[config.mk]
export PLATFORM = sky130hd
export DESIGN_NAME = irq_prio_ctrl
export DESIGN_NICKNAME = d
export VERILOG_FILES = /design/src/rtl/irqc_pkg.sv /design/src/rtl/irqc_src_detect.sv /design/src/rtl/irqc_arbiter.sv /design/src/rtl/irq_prio_ctrl.sv
export SDC_FILE = /design/constraint.sdc
export NUM_CORES = 1
export LEC_CHECK = 0
export CORE_MARGIN = 3
export CORE_UTILIZATION = 65
export CTS_BUF_LIST = sky130_fd_sc_hd__clkbuf_4 sky130_fd_sc_hd__clkbuf_8
export DETAILED_ROUTE_END_ITERATION = 8
export PLACE_DENSITY = 0.86
export RECOVER_POWER = 50
export SYNTH_ARGS = -nofsm -noshare
export SYNTH_HDL_FRONTEND = slang
export SYNTH_SLANG_ARGS = --single-unit
[constraint.sdc]
create_clock -name clk -period 52.1 [get_ports clk]
set_clock_uncertainty 0.1 [all_clocks]
set_input_delay 5.21 -clock clk [delete_from_list [all_inputs] [get_ports clk]]
set_output_delay 5.21 -clock clk [all_outputs]
set_load 0.01 [all_outputs]
[src/rtl/irqc_pkg.sv]
package irqc_pkg;

    localparam int N_SRC  = 16;
    localparam int PRIO_W = 5;
    localparam int DATA_W = 16;
    localparam int ADDR_W = 5;
    localparam int IDX_W  = $clog2(N_SRC);

    // Register addresses (configuration words occupy 0 .. N_SRC-1)
    localparam logic [ADDR_W-1:0] A_MASK   = ADDR_W'(N_SRC);
    localparam logic [ADDR_W-1:0] A_SOURCE = ADDR_W'(N_SRC + 1);
    localparam logic [ADDR_W-1:0] A_CTRL   = ADDR_W'(N_SRC + 2);
    localparam logic [ADDR_W-1:0] A_SWINT  = ADDR_W'(N_SRC + 3);

    typedef struct packed {
        logic              route_fast;
        logic              edge_mode;
        logic [PRIO_W-1:0] prio;
    } src_cfg_t;

    localparam int CFG_W = $bits(src_cfg_t);

    localparam src_cfg_t CFG_RESET = '{route_fast: 1'b1, edge_mode: 1'b0,
                                       prio: {PRIO_W{1'b1}}};

    typedef enum logic [1:0] {
        REQ_IDLE = 2'b00,
        REQ_FAST = 2'b01,
        REQ_NORM = 2'b10
    } req_state_t;

    function automatic logic [N_SRC-1:0] one_hot(input logic [IDX_W-1:0] idx);
        return N_SRC'(1) << idx;
    endfunction

endpackage

[src/rtl/irqc_src_detect.sv]
module irqc_src_detect
    import irqc_pkg::*;
(
    input  logic clk,
    input  logic rst,
    input  logic irq_i,
    input  logic sw_i,
    input  logic edge_mode_i,
    input  logic ack_i,
    output logic pend_o
);
    logic line_c;
    logic line_q;
    logic epend_q;
    logic rise_c;

    // Software requests only count for edge-mode sources
    assign line_c = irq_i | (sw_i & edge_mode_i);
    assign rise_c = line_c & ~line_q;

    always_ff @(posedge clk) begin
        if (rst) begin
            line_q  <= 1'b0;
            epend_q <= 1'b0;
        end else begin
            line_q <= line_c;
            if (edge_mode_i && rise_c)
                epend_q <= 1'b1;
            else if (ack_i)
                epend_q <= 1'b0;
        end
    end

    assign pend_o = edge_mode_i ? epend_q : irq_i;

    // acknowledge without a fresh edge leaves no edge pending
    a_r5_ack_clears: assert property (@(posedge clk) disable iff (rst)
        (ack_i && !(edge_mode_i && rise_c)) |=> !epend_q);

    // a rising edge in edge mode is remembered
    a_r5_edge_sets: assert property (@(posedge clk) disable iff (rst)
        (edge_mode_i && rise_c) |=> epend_q);

endmodule

[src/rtl/irqc_arbiter.sv]
module irqc_arbiter
    import irqc_pkg::*;
(
    input  logic [N_SRC-1:0]  cand_i,
    input  logic [PRIO_W-1:0] prio_i [N_SRC],
    output logic              valid_o,
    output logic [IDX_W-1:0]  idx_o
);
    logic [PRIO_W-1:0] best;

    // Strict compare while scanning upward: ties keep the lower index
    always_comb begin
        valid_o = 1'b0;
        idx_o   = '0;
        best    = '1;
        for (int i = 0; i < N_SRC; i++) begin
            if (cand_i[i] && (!valid_o || prio_i[i] < best)) begin
                valid_o = 1'b1;
                best    = prio_i[i];
                idx_o   = IDX_W'(i);
            end
        end
    end

endmodule

[src/rtl/irq_prio_ctrl.sv]
module irq_prio_ctrl
    import irqc_pkg::*;
#(
    parameter bit NORMAL_EN = 1'b0
) (
    input  logic              clk,
    input  logic              rst,
    input  logic [N_SRC-1:0]  irq_in,
    input  logic              reg_we,
    input  logic [ADDR_W-1:0] reg_addr,
    input  logic [DATA_W-1:0] reg_wdata,
    output logic [DATA_W-1:0] reg_rdata,
    output logic              fast_req,
    output logic              norm_req,
    output logic [IDX_W-1:0]  src_idx
);
    src_cfg_t          cfg_q [N_SRC];
    logic [PRIO_W-1:0] prio_v [N_SRC];
    logic [N_SRC-1:0]  edge_v;
    logic [N_SRC-1:0]  mask_q;
    logic [N_SRC-1:0]  pend;
    logic [N_SRC-1:0]  cand;
    logic [N_SRC-1:0]  ack_v;
    logic [N_SRC-1:0]  sw_v;
    req_state_t        req_q;
    logic [IDX_W-1:0]  src_q;
    logic              req_any;
    logic              win_valid;
    logic [IDX_W-1:0]  win_idx;
    logic              win_fast;
    logic              clr_hit;
    logic              wr_cfg, wr_mask, wr_ctrl, wr_sw;

    assign wr_cfg  = reg_we && (reg_addr < ADDR_W'(N_SRC));
    assign wr_mask = reg_we && (reg_addr == A_MASK);
    assign wr_ctrl = reg_we && (reg_addr == A_CTRL);
    assign wr_sw   = reg_we && (reg_addr == A_SWINT);

    assign req_any = (req_q != REQ_IDLE);
    assign clr_hit = wr_ctrl && (((req_q == REQ_FAST) && reg_wdata[0]) ||
                                 ((req_q == REQ_NORM) && reg_wdata[1]));
    assign ack_v   = clr_hit ? one_hot(src_q) : '0;
    assign sw_v    = wr_sw ? reg_wdata[N_SRC-1:0] : '0;

    // Per-source detection
    for (genvar g = 0; g < N_SRC; g++) begin : g_src
        assign prio_v[g] = cfg_q[g].prio;
        assign edge_v[g] = cfg_q[g].edge_mode;

        irqc_src_detect u_det (
            .clk        (clk),
            .rst        (rst),
            .irq_i      (irq_in[g]),
            .sw_i       (sw_v[g]),
            .edge_mode_i(edge_v[g]),
            .ack_i      (ack_v[g]),
            .pend_o     (pend[g])
        );
    end

    assign cand = pend & ~mask_q;

    irqc_arbiter u_arb (
        .cand_i (cand),
        .prio_i (prio_v),
        .valid_o(win_valid),
        .idx_o  (win_idx)
    );

    // Output routing variant
    if (NORMAL_EN) begin : g_route_cfg
        assign win_fast = cfg_q[win_idx].route_fast;
    end else begin : g_route_fast
        assign win_fast = 1'b1;
    end

    // Configuration and mask registers
    always_ff @(posedge clk) begin
        if (rst) begin
            for (int i = 0; i < N_SRC; i++) cfg_q[i] <= CFG_RESET;
            mask_q <= '1;
        end else begin
            if (wr_cfg)
                cfg_q[reg_addr[IDX_W-1:0]] <= src_cfg_t'(reg_wdata[CFG_W-1:0]);
            if (wr_mask)
                mask_q <= reg_wdata[N_SRC-1:0];
        end
    end

    // Request latch: a new winner only once the previous one is cleared
    always_ff @(posedge clk) begin
        if (rst) begin
            req_q <= REQ_IDLE;
            src_q <= '0;
        end else if (req_any) begin
            if (clr_hit) req_q <= REQ_IDLE;
        end else if (win_valid) begin
            req_q <= win_fast ? REQ_FAST : REQ_NORM;
            src_q <= win_idx;
        end
    end

    assign fast_req = (req_q == REQ_FAST);
    assign norm_req = (req_q == REQ_NORM);
    assign src_idx  = src_q;

    // Register read-back
    always_comb begin
        reg_rdata = '0;
        if (reg_addr < ADDR_W'(N_SRC))
            reg_rdata = DATA_W'(cfg_q[reg_addr[IDX_W-1:0]]);
        else if (reg_addr == A_MASK)
            reg_rdata = DATA_W'(mask_q);
        else if (reg_addr == A_SOURCE)
            reg_rdata = DATA_W'({req_any, src_q});
    end

    // request and index hold until cleared
    a_r9_hold: assert property (@(posedge clk) disable iff (rst)
        (req_any && !clr_hit) |=> (req_any && $stable(src_q) && $stable(req_q)));

    // clearing drops the request for at least one cycle
    a_r9_clear: assert property (@(posedge clk) disable iff (rst)
        clr_hit |=> !req_any);

    // a freshly latched winner was an unmasked pending source
    a_r4_unmasked_winner: assert property (@(posedge clk) disable iff (rst)
        $rose(req_any) |-> (($past(cand) & one_hot(src_q)) != '0));

    // arbiter result is one of the candidates
    a_r3_win_is_cand: assert property (@(posedge clk) disable iff (rst)
        win_valid |-> ((cand & one_hot(win_idx)) != '0));

    if (!NORMAL_EN) begin : g_chk_fast
        // normal output never used in the fast-only build
        a_r10_no_norm: assert property (@(posedge clk) disable iff (rst)
            !norm_req);
    end

endmodule

==> flow_summary.json, run 1 <==
{
  "synth_cells": 1190,
  "rrSetupSlack_ps": 24690,
  "yosys-top-cells-area": "edfxtp_1, dfxtp_1, mux4_2, nand2_1, ha_1",
  "synth_ff_type": "edfxtp_1",
  "finalHoldViolCount": 0,
  "async_flop_share": 0,
  "avgSynthCellArea_um2": 9.520,
  "holdPathStages": 2,
  "whs_ps": 372.1,
  "post_cts_buffers": 0,
  "pre_cts_slack_ps": 20260,
  "grt_pass1_vias": 9440,
  "vias": 10150,
  "ff2ff_path_depth": 132,
  "place_hpwl_um": 23960,
  "synth.largest_area_cell": "edfxtp_1",
  "ys_seq_area_frac": 0.3905,
  "critical_path_class": "input pin to register",
  "drive_gt1_frac": 0.1452,
  "tightestPinTransition_ps": 1146,
  "timing.final.crit_share": 0.6148,
  "synth.distinct_cells": 96,
  "irDropWorstVdd_v": 0.00002210,
  "routed_wl_um": 32960,
  "power_mw": 0.3065,
  "r2r_start": "cfg_q[0][5]",
  "n_antenna_cell": 0,
  "cts_root_buffer": "clkbuf_8",
  "initial_utilization": 0.6736,
  "finalCriticalPeriod_ps": 32030,
  "critPathMaxFanout": 14,
  "slew_violations": 0,
  "syn_nets": 1264,
  "status": "finished clean",
  "max_stage_delay_ps": 540,
  "setup_ws_ps": 20070,
  "grt-ovfl-total": 0,
  "tritoncts": "done",
  "dr.pass1.iters": 6,
  "required_ps": 52290,
  "die-area_um2": 19050,
  "cp_common_cell": "ha_1",
  "std_cell_rows": 47,
  "coreArea_um2": 16820,
  "finish.utilization": 0.7399,
  "placed_area_um2": 12020,
  "io_pins": 62,
  "p_leak_nw": 4.662,
  "grt_max_degree": 51,
  "post_drt_wl_per_cell_um": 22.68,
  "fp.dieW_um": 138.0,
  "clock_latency_ps": 460,
  "relSlewSlack": 0.2276,
  "maxCapViolations": 0,
  "cts_buffers": 17,
  "cts_max_level": 4,
  "worstSetupStartpointType": "input pin",
  "yosysWarnings": 0,
  "fmax_mhz": 31.22,
  "finalInstanceArea_um2": 12440,
  "first_iter_violations": 1201,
  "finalSetupTns_ps": 0,
  "synth_top_area_frac": 0.2969,
  "hold_end": "g_src[8].u_det.epend_q",
  "antenna_found_initial": 0,
  "fin_nets": 1294,
  "cts_resized": 0,
  "drc_errors": 0,
  "rsz0062_at_grt": "no",
  "place.gp.congestion": 1.004,
  "ys_ff_latch": 165,
  "grt_pass1_wl_um": 51230,
  "hold_start": "g_src[8].u_det.line_q",
  "power_density_nw_per_um2": 24.63,
  "arrival_ps": 32220,
  "portBuffers": 60,
  "clkSinkCount": 165,
  "netlist_area_um2": 11330,
  "setup_viol": 0,
  "place_inst": 1421,
  "die_height_um": 138.0,
  "cp_slowest_cell": "nor4_1",
  "worst_hold_path_type": "register to register",
  "synth_enable_flop_cells": 112,
  "via_per_inst": 6.985,
  "ant_nets": 0,
  "stdcell_count": 1453,
  "clk_pin_slew_ps": 90,
  "holdBufCountCts": 0,
  "nFillCells": 1187,
  "r2r-end": "src_idx[3]",
  "end_kind": "register",
  "clockBufferDepth": 2,
  "grtUsageTotal": 0.3358,
  "area_growth_pct": 9.852
}
-- routing by layer --
layer / share of wire / GRT usage / vias to the layer above / wire, um
li1: - / - / 4542 / -
met1: 0.39 / 0.4631 / 4775 / 12740
met2: 0.44 / 0.5085 / 716 / 14420
met3: 0.14 / 0.1019 / 116 / 4539
met4: 0.038 / 0.1201 / 0 / 1266
met5: 0 / 0 / - / 0
-- worst max-delay path: cells and delay by family --
| kind | cells | cell delay [ps] |
|---|---|---|
| fa+ha+maj | 15 | 4150 |
| compound gates | 50 | 10370 |
| simple gates | 47 | 9210 |
| mux | 7 | 1790 |
| buf+inv | 14 | 1460 |
-- cell usage after synthesis (23+ instances only) --
| cell | n |
|---|---|
| a21oi_1 | 42 |
| nand2_1 | 121 |
| nor3_1 | 23 |
| o21ai_0 | 52 |
| nand3_1 | 38 |
| dfxtp_1 | 53 |
| nor2_1 | 101 |
| clkbuf_1 | 44 |
| mux4_2 | 35 |
| or2_2 | 65 |
| or3_1 | 50 |
| mux2i_1 | 34 |
| ha_1 | 34 |
| edfxtp_1 | 112 |
| a31oi_1 | 30 |
| inv_1 | 56 |
-- state kept, by name, indices dropped and copies added, names as in the netlist --
| register | count |
|---|---|
| cfg_q | 112 |
| g_src.u_det.epend_q | 16 |
| g_src.u_det.line_q | 16 |
| mask_q | 16 |
| src_idx | 4 |
| req_q | 1 |
-- cell families (layout without fill, tap and decap cells) --
| logic type | count (synthesis) | after routing | synth area share |
|---|---|---|---|
| simple gates | 499 | 499 | 0.2251 |
| other cells | 1 | 1 | 0.0003310 |
| mux | 89 | 89 | 0.1202 |
| compound gates | 278 | 278 | 0.1780 |
| buf+inv | 114 | 157 | 0.04031 |
| flops | 165 | 165 | 0.3905 |
| xor+xnor | 8 | 8 | 0.006185 |
| fa+ha+maj | 36 | 36 | 0.03932 |
-- power breakdown --
| part | total (mW) | switching (mW) | leakage, nW | internal [mW] |
|---|---|---|---|---|
| logic | 0.0495 | 0.0279 | 2.89 | 0.0215 |
| registers | 0.155 | 0.00873 | 1.55 | 0.147 |
| clock network | 0.102 | 0.0520 | 0.217 | 0.0497 |
| total | 0.306 | 0.0886 | 4.66 | 0.218 |
-- layout make-up --
| class | count | area (um2) | area share |
|---|---|---|---|
| Inverter | 57 | 214.0 | 0.01719 |
| Clock inverter | 14 | 190.2 | 0.01528 |
| Multi-Input combinational cell | 911 | 6447 | 0.5181 |
| Tap cell | 220 | 275.3 | 0.02212 |
| Sequential cell | 165 | 4424 | 0.3555 |
| Clock buffer | 18 | 241.5 | 0.01940 |
| Timing Repair Buffer | 68 | 651.9 | 0.05238 |
-- cells in the final DEF (no fill, tap or decap), types with 12 or more instances in the layout --
cell	n
o21ai_0	52
or3_1	50
nand3_1	38
dfxtp_1	53
a31oi_1	30
nor2b_1	15
nor2_1	101
inv_1	56
nand2_1	121
o21a_1	12
mux4_2	35
a21oi_1	42
clkbuf_8	17
or2_2	65
mux2i_1	34
edfxtp_1	112
and2_1	17
mux2_2	13
ha_1	34
clkdlybuf4s50_1	52
nand3b_1	12
o211ai_1	22
nor3_1	23
nand2b_1	20
-- worst max path at each step --
stage              start    endpoint  slack [ps]  cells past startpoint
2_1_floorplan  irq_in[0]  src_idx[3]       23750                    138
3_3_place_gp   irq_in[0]  src_idx[3]       21110                    135
3_5_place_dp   irq_in[0]  src_idx[3]       20260                    135
4_1_cts        irq_in[0]  src_idx[3]       20660                    135
5_1_grt        irq_in[0]  src_idx[3]       17640                    133
6_report       irq_in[0]  src_idx[3]       20070                    133
Note: power is estimated with default switching activity, not from simulation.
==> run 2, diff against run 1 <==
CORE_UTILIZATION = 57   (was 65)
PLACE_DENSITY = 0.8   (was 0.86)
clock period = 26 ns   (was 52.1 ns; I/O delays follow)
==> run 2 against run 1 <==
  * Sequential power grew 100%
  * Highest routed layer unchanged
  * Clock power up 81%
  * Combinational power increased by 130%
  * Worst setup slack got worse by 19000 ps
  * First-iteration DRC count increased by 5.0%
  * Via count up 2.1%
  * Flip-flop and latch count stayed put
  * Wire length up 7.4%
  * Largest power group unchanged
  * Sequential share of layout area down 2.9 points
  * Critical path depth down 3
==> flow_summary.json, run 2 (synthesis results as in run 1) <==
{
  "crit_cells": 130,
  "r2r_start": "cfg_q[0][5]",
  "maxCapViolations": 0,
  "initial_utilization": 0.5937,
  "irDropWorstVdd_v": 0.00003352,
  "ant_nets": 0,
  "setup_viol": 0,
  "clock_latency_ps": 480,
  "via_per_inst": 6.658,
  "status": "finished clean",
  "max_stage_delay_ps": 490,
  "vias": 10370,
  "holdPathStages": 2,
  "required_ps": 26240,
  "coreArea_um2": 19080,
  "critPathTopFamily": "compound AO/OA/AOI/OAI gates",
  "grtUsageTotal": 0.3114,
  "worst-path-buf-inv": 16,
  "end_kind": "register",
  "post_drt_wl_per_cell_um": 22.74,
  "area_growth_pct": 19.45,
  "cts_root_buffer": "clkbuf_8",
  "worst_hold_path_type": "register to register",
  "worstSetupStartpointType": "input pin",
  "die_height_um": 147.0,
  "fp.dieW_um": 147.0,
  "die-area_um2": 21600,
  "p_leak_nw": 4.989,
  "dr_wl_met3_um": 4287,
  "mostFrequentLayoutCell": "nand2_1",
  "cp_slowest_cell": "or4b_4",
  "power_mw": 0.6096,
  "final_cell_mix": "nand2_1, edfxtp_1, nor2_1",
  "ff2ff_path_depth": 129,
  "fin_nets": 1357,
  "finalHoldViolCount": 0,
  "place.gp.congestion": 0.9650,
  "rrSetupSlack_ps": 2940,
  "dr.pass1.iters": 6,
  "drc_errors": 0,
  "r2r-end": "src_idx[3]",
  "std_cell_rows": 50,
  "clockBufferDepth": 2,
  "wl_met1_um": 13920,
  "grt_pass1_wl_um": 52810,
  "clkSinkCount": 165,
  "finalCriticalPeriod_ps": 24810,
  "relSlewSlack": 0.1620,
  "cts_max_level": 4,
  "fmax_mhz": 40.31,
  "first_iter_violations": 1261,
  "place_hpwl_um": 25170,
  "endpoint": "src_idx[3]",
  "antenna_found_initial": 1,
  "regMostFlops": "cfg_q",
  "power_density_nw_per_um2": 45.05,
  "routed.top_layer": "met4",
  "critPathMaxFanout": 6,
  "holdBufCountCts": 0,
  "finish.utilization": 0.7092,
  "timing.final.crit_share": 0.9542,
  "critical_path_class": "input pin to register",
  "grt_pass1_vias": 9510,
  "portBuffers": 60,
  "cp_common_cell": "inv_1",
  "io_pins": 62,
  "wl_met2_um": 15870,
  "startpoint": "irq_in[0]",
  "clk_pin_slew_ps": 100,
  "grt-ovfl-total": 0,
  "tightestPinTransition_ps": 1244,
  "drive_gt1_frac": 0.2477,
  "largest_reg_flops": 112,
  "grt_max_degree": 40,
  "tritoncts": "done",
  "arrival_ps": 25050,
  "slew_violations": 0,
  "cts_buffers": 17,
  "routed_wl_um": 35410
}
==> run 2: worst min path at each step <==
stage / startpoint / to / slack [ps]
2_1_floorplan: mask_q[15] / mask_q[15] / 350
3_3_place_gp: g_src[1].u_det.line_q / g_src[1].u_det.epend_q / 360
3_5_place_dp: g_src[3].u_det.line_q / g_src[3].u_det.epend_q / 370
4_1_cts: g_src[8].u_det.epend_q / g_src[8].u_det.epend_q / 390
5_1_grt: g_src[8].u_det.line_q / g_src[8].u_det.epend_q / 410
6_report: g_src[8].u_det.epend_q / g_src[8].u_det.epend_q / 390
==> run 2: worst reg2reg max path, delay by kind of cell, from the launching register on <==
family | cells | cell delay (ps)
and+or+nand+nor | 40 | 6560
adders and majority gates | 15 | 3620
AOI/OAI and AO/OA | 52 | 9300
muxes | 7 | 1590
DFF | 1 | 480
buffers and inverters | 15 | 1320
==> run 2: per-layer routing <==
metal / up-vias / GRT usage
met3: 101 / 0.07742
met1: 4898 / 0.4380
li1: 4659 / -
met4: 0 / 0.1174
met2: 708 / 0.4695
met5: - / 0
==> run 2: final cells by class <==
cell class | instances | area (um2)
multi-input combinational | 911 | 7033
tap | 260 | 325.3
clock buffer | 17 | 234.0
timing repair buffer | 131 | 1139
inverter | 57 | 214.0
fill | 1373 | 5549
sequential | 165 | 4424
antenna | 1 | 2.502
clock inverter | 15 | 160.2
==> run 2: through the flow <==
stage                     hold slack (ps)  instances  TNS (ps)  worst slack [ps]  instance area, um2
after global placement              360.9       1494     -1861            -568.7               12310
after floorplan                     346.8       1190         0             255.7               11330
after CTS                           385.0       1528         0             10.76               12800
final                               386.7       1557         0              1192               13530
after global routing                405.4       1556    -462.2            -198.9               13530
after detailed placement            369.5       1494     -4160             -1171               12310
==> run 2: what timing repair did <==
item / 4_1_cts / 5_1_grt
endpoints found under the setup margin: 4 / 4
pin swaps: 2 / 50
gates resized for setup: 19 / 106
buffers inserted: 2 / 28
==> run 2: power by group <==
part	internal (mW)	switching (mW)
clock	0.0725	0.113
combinational	0.0505	0.0614
sequential	0.294	0.0187
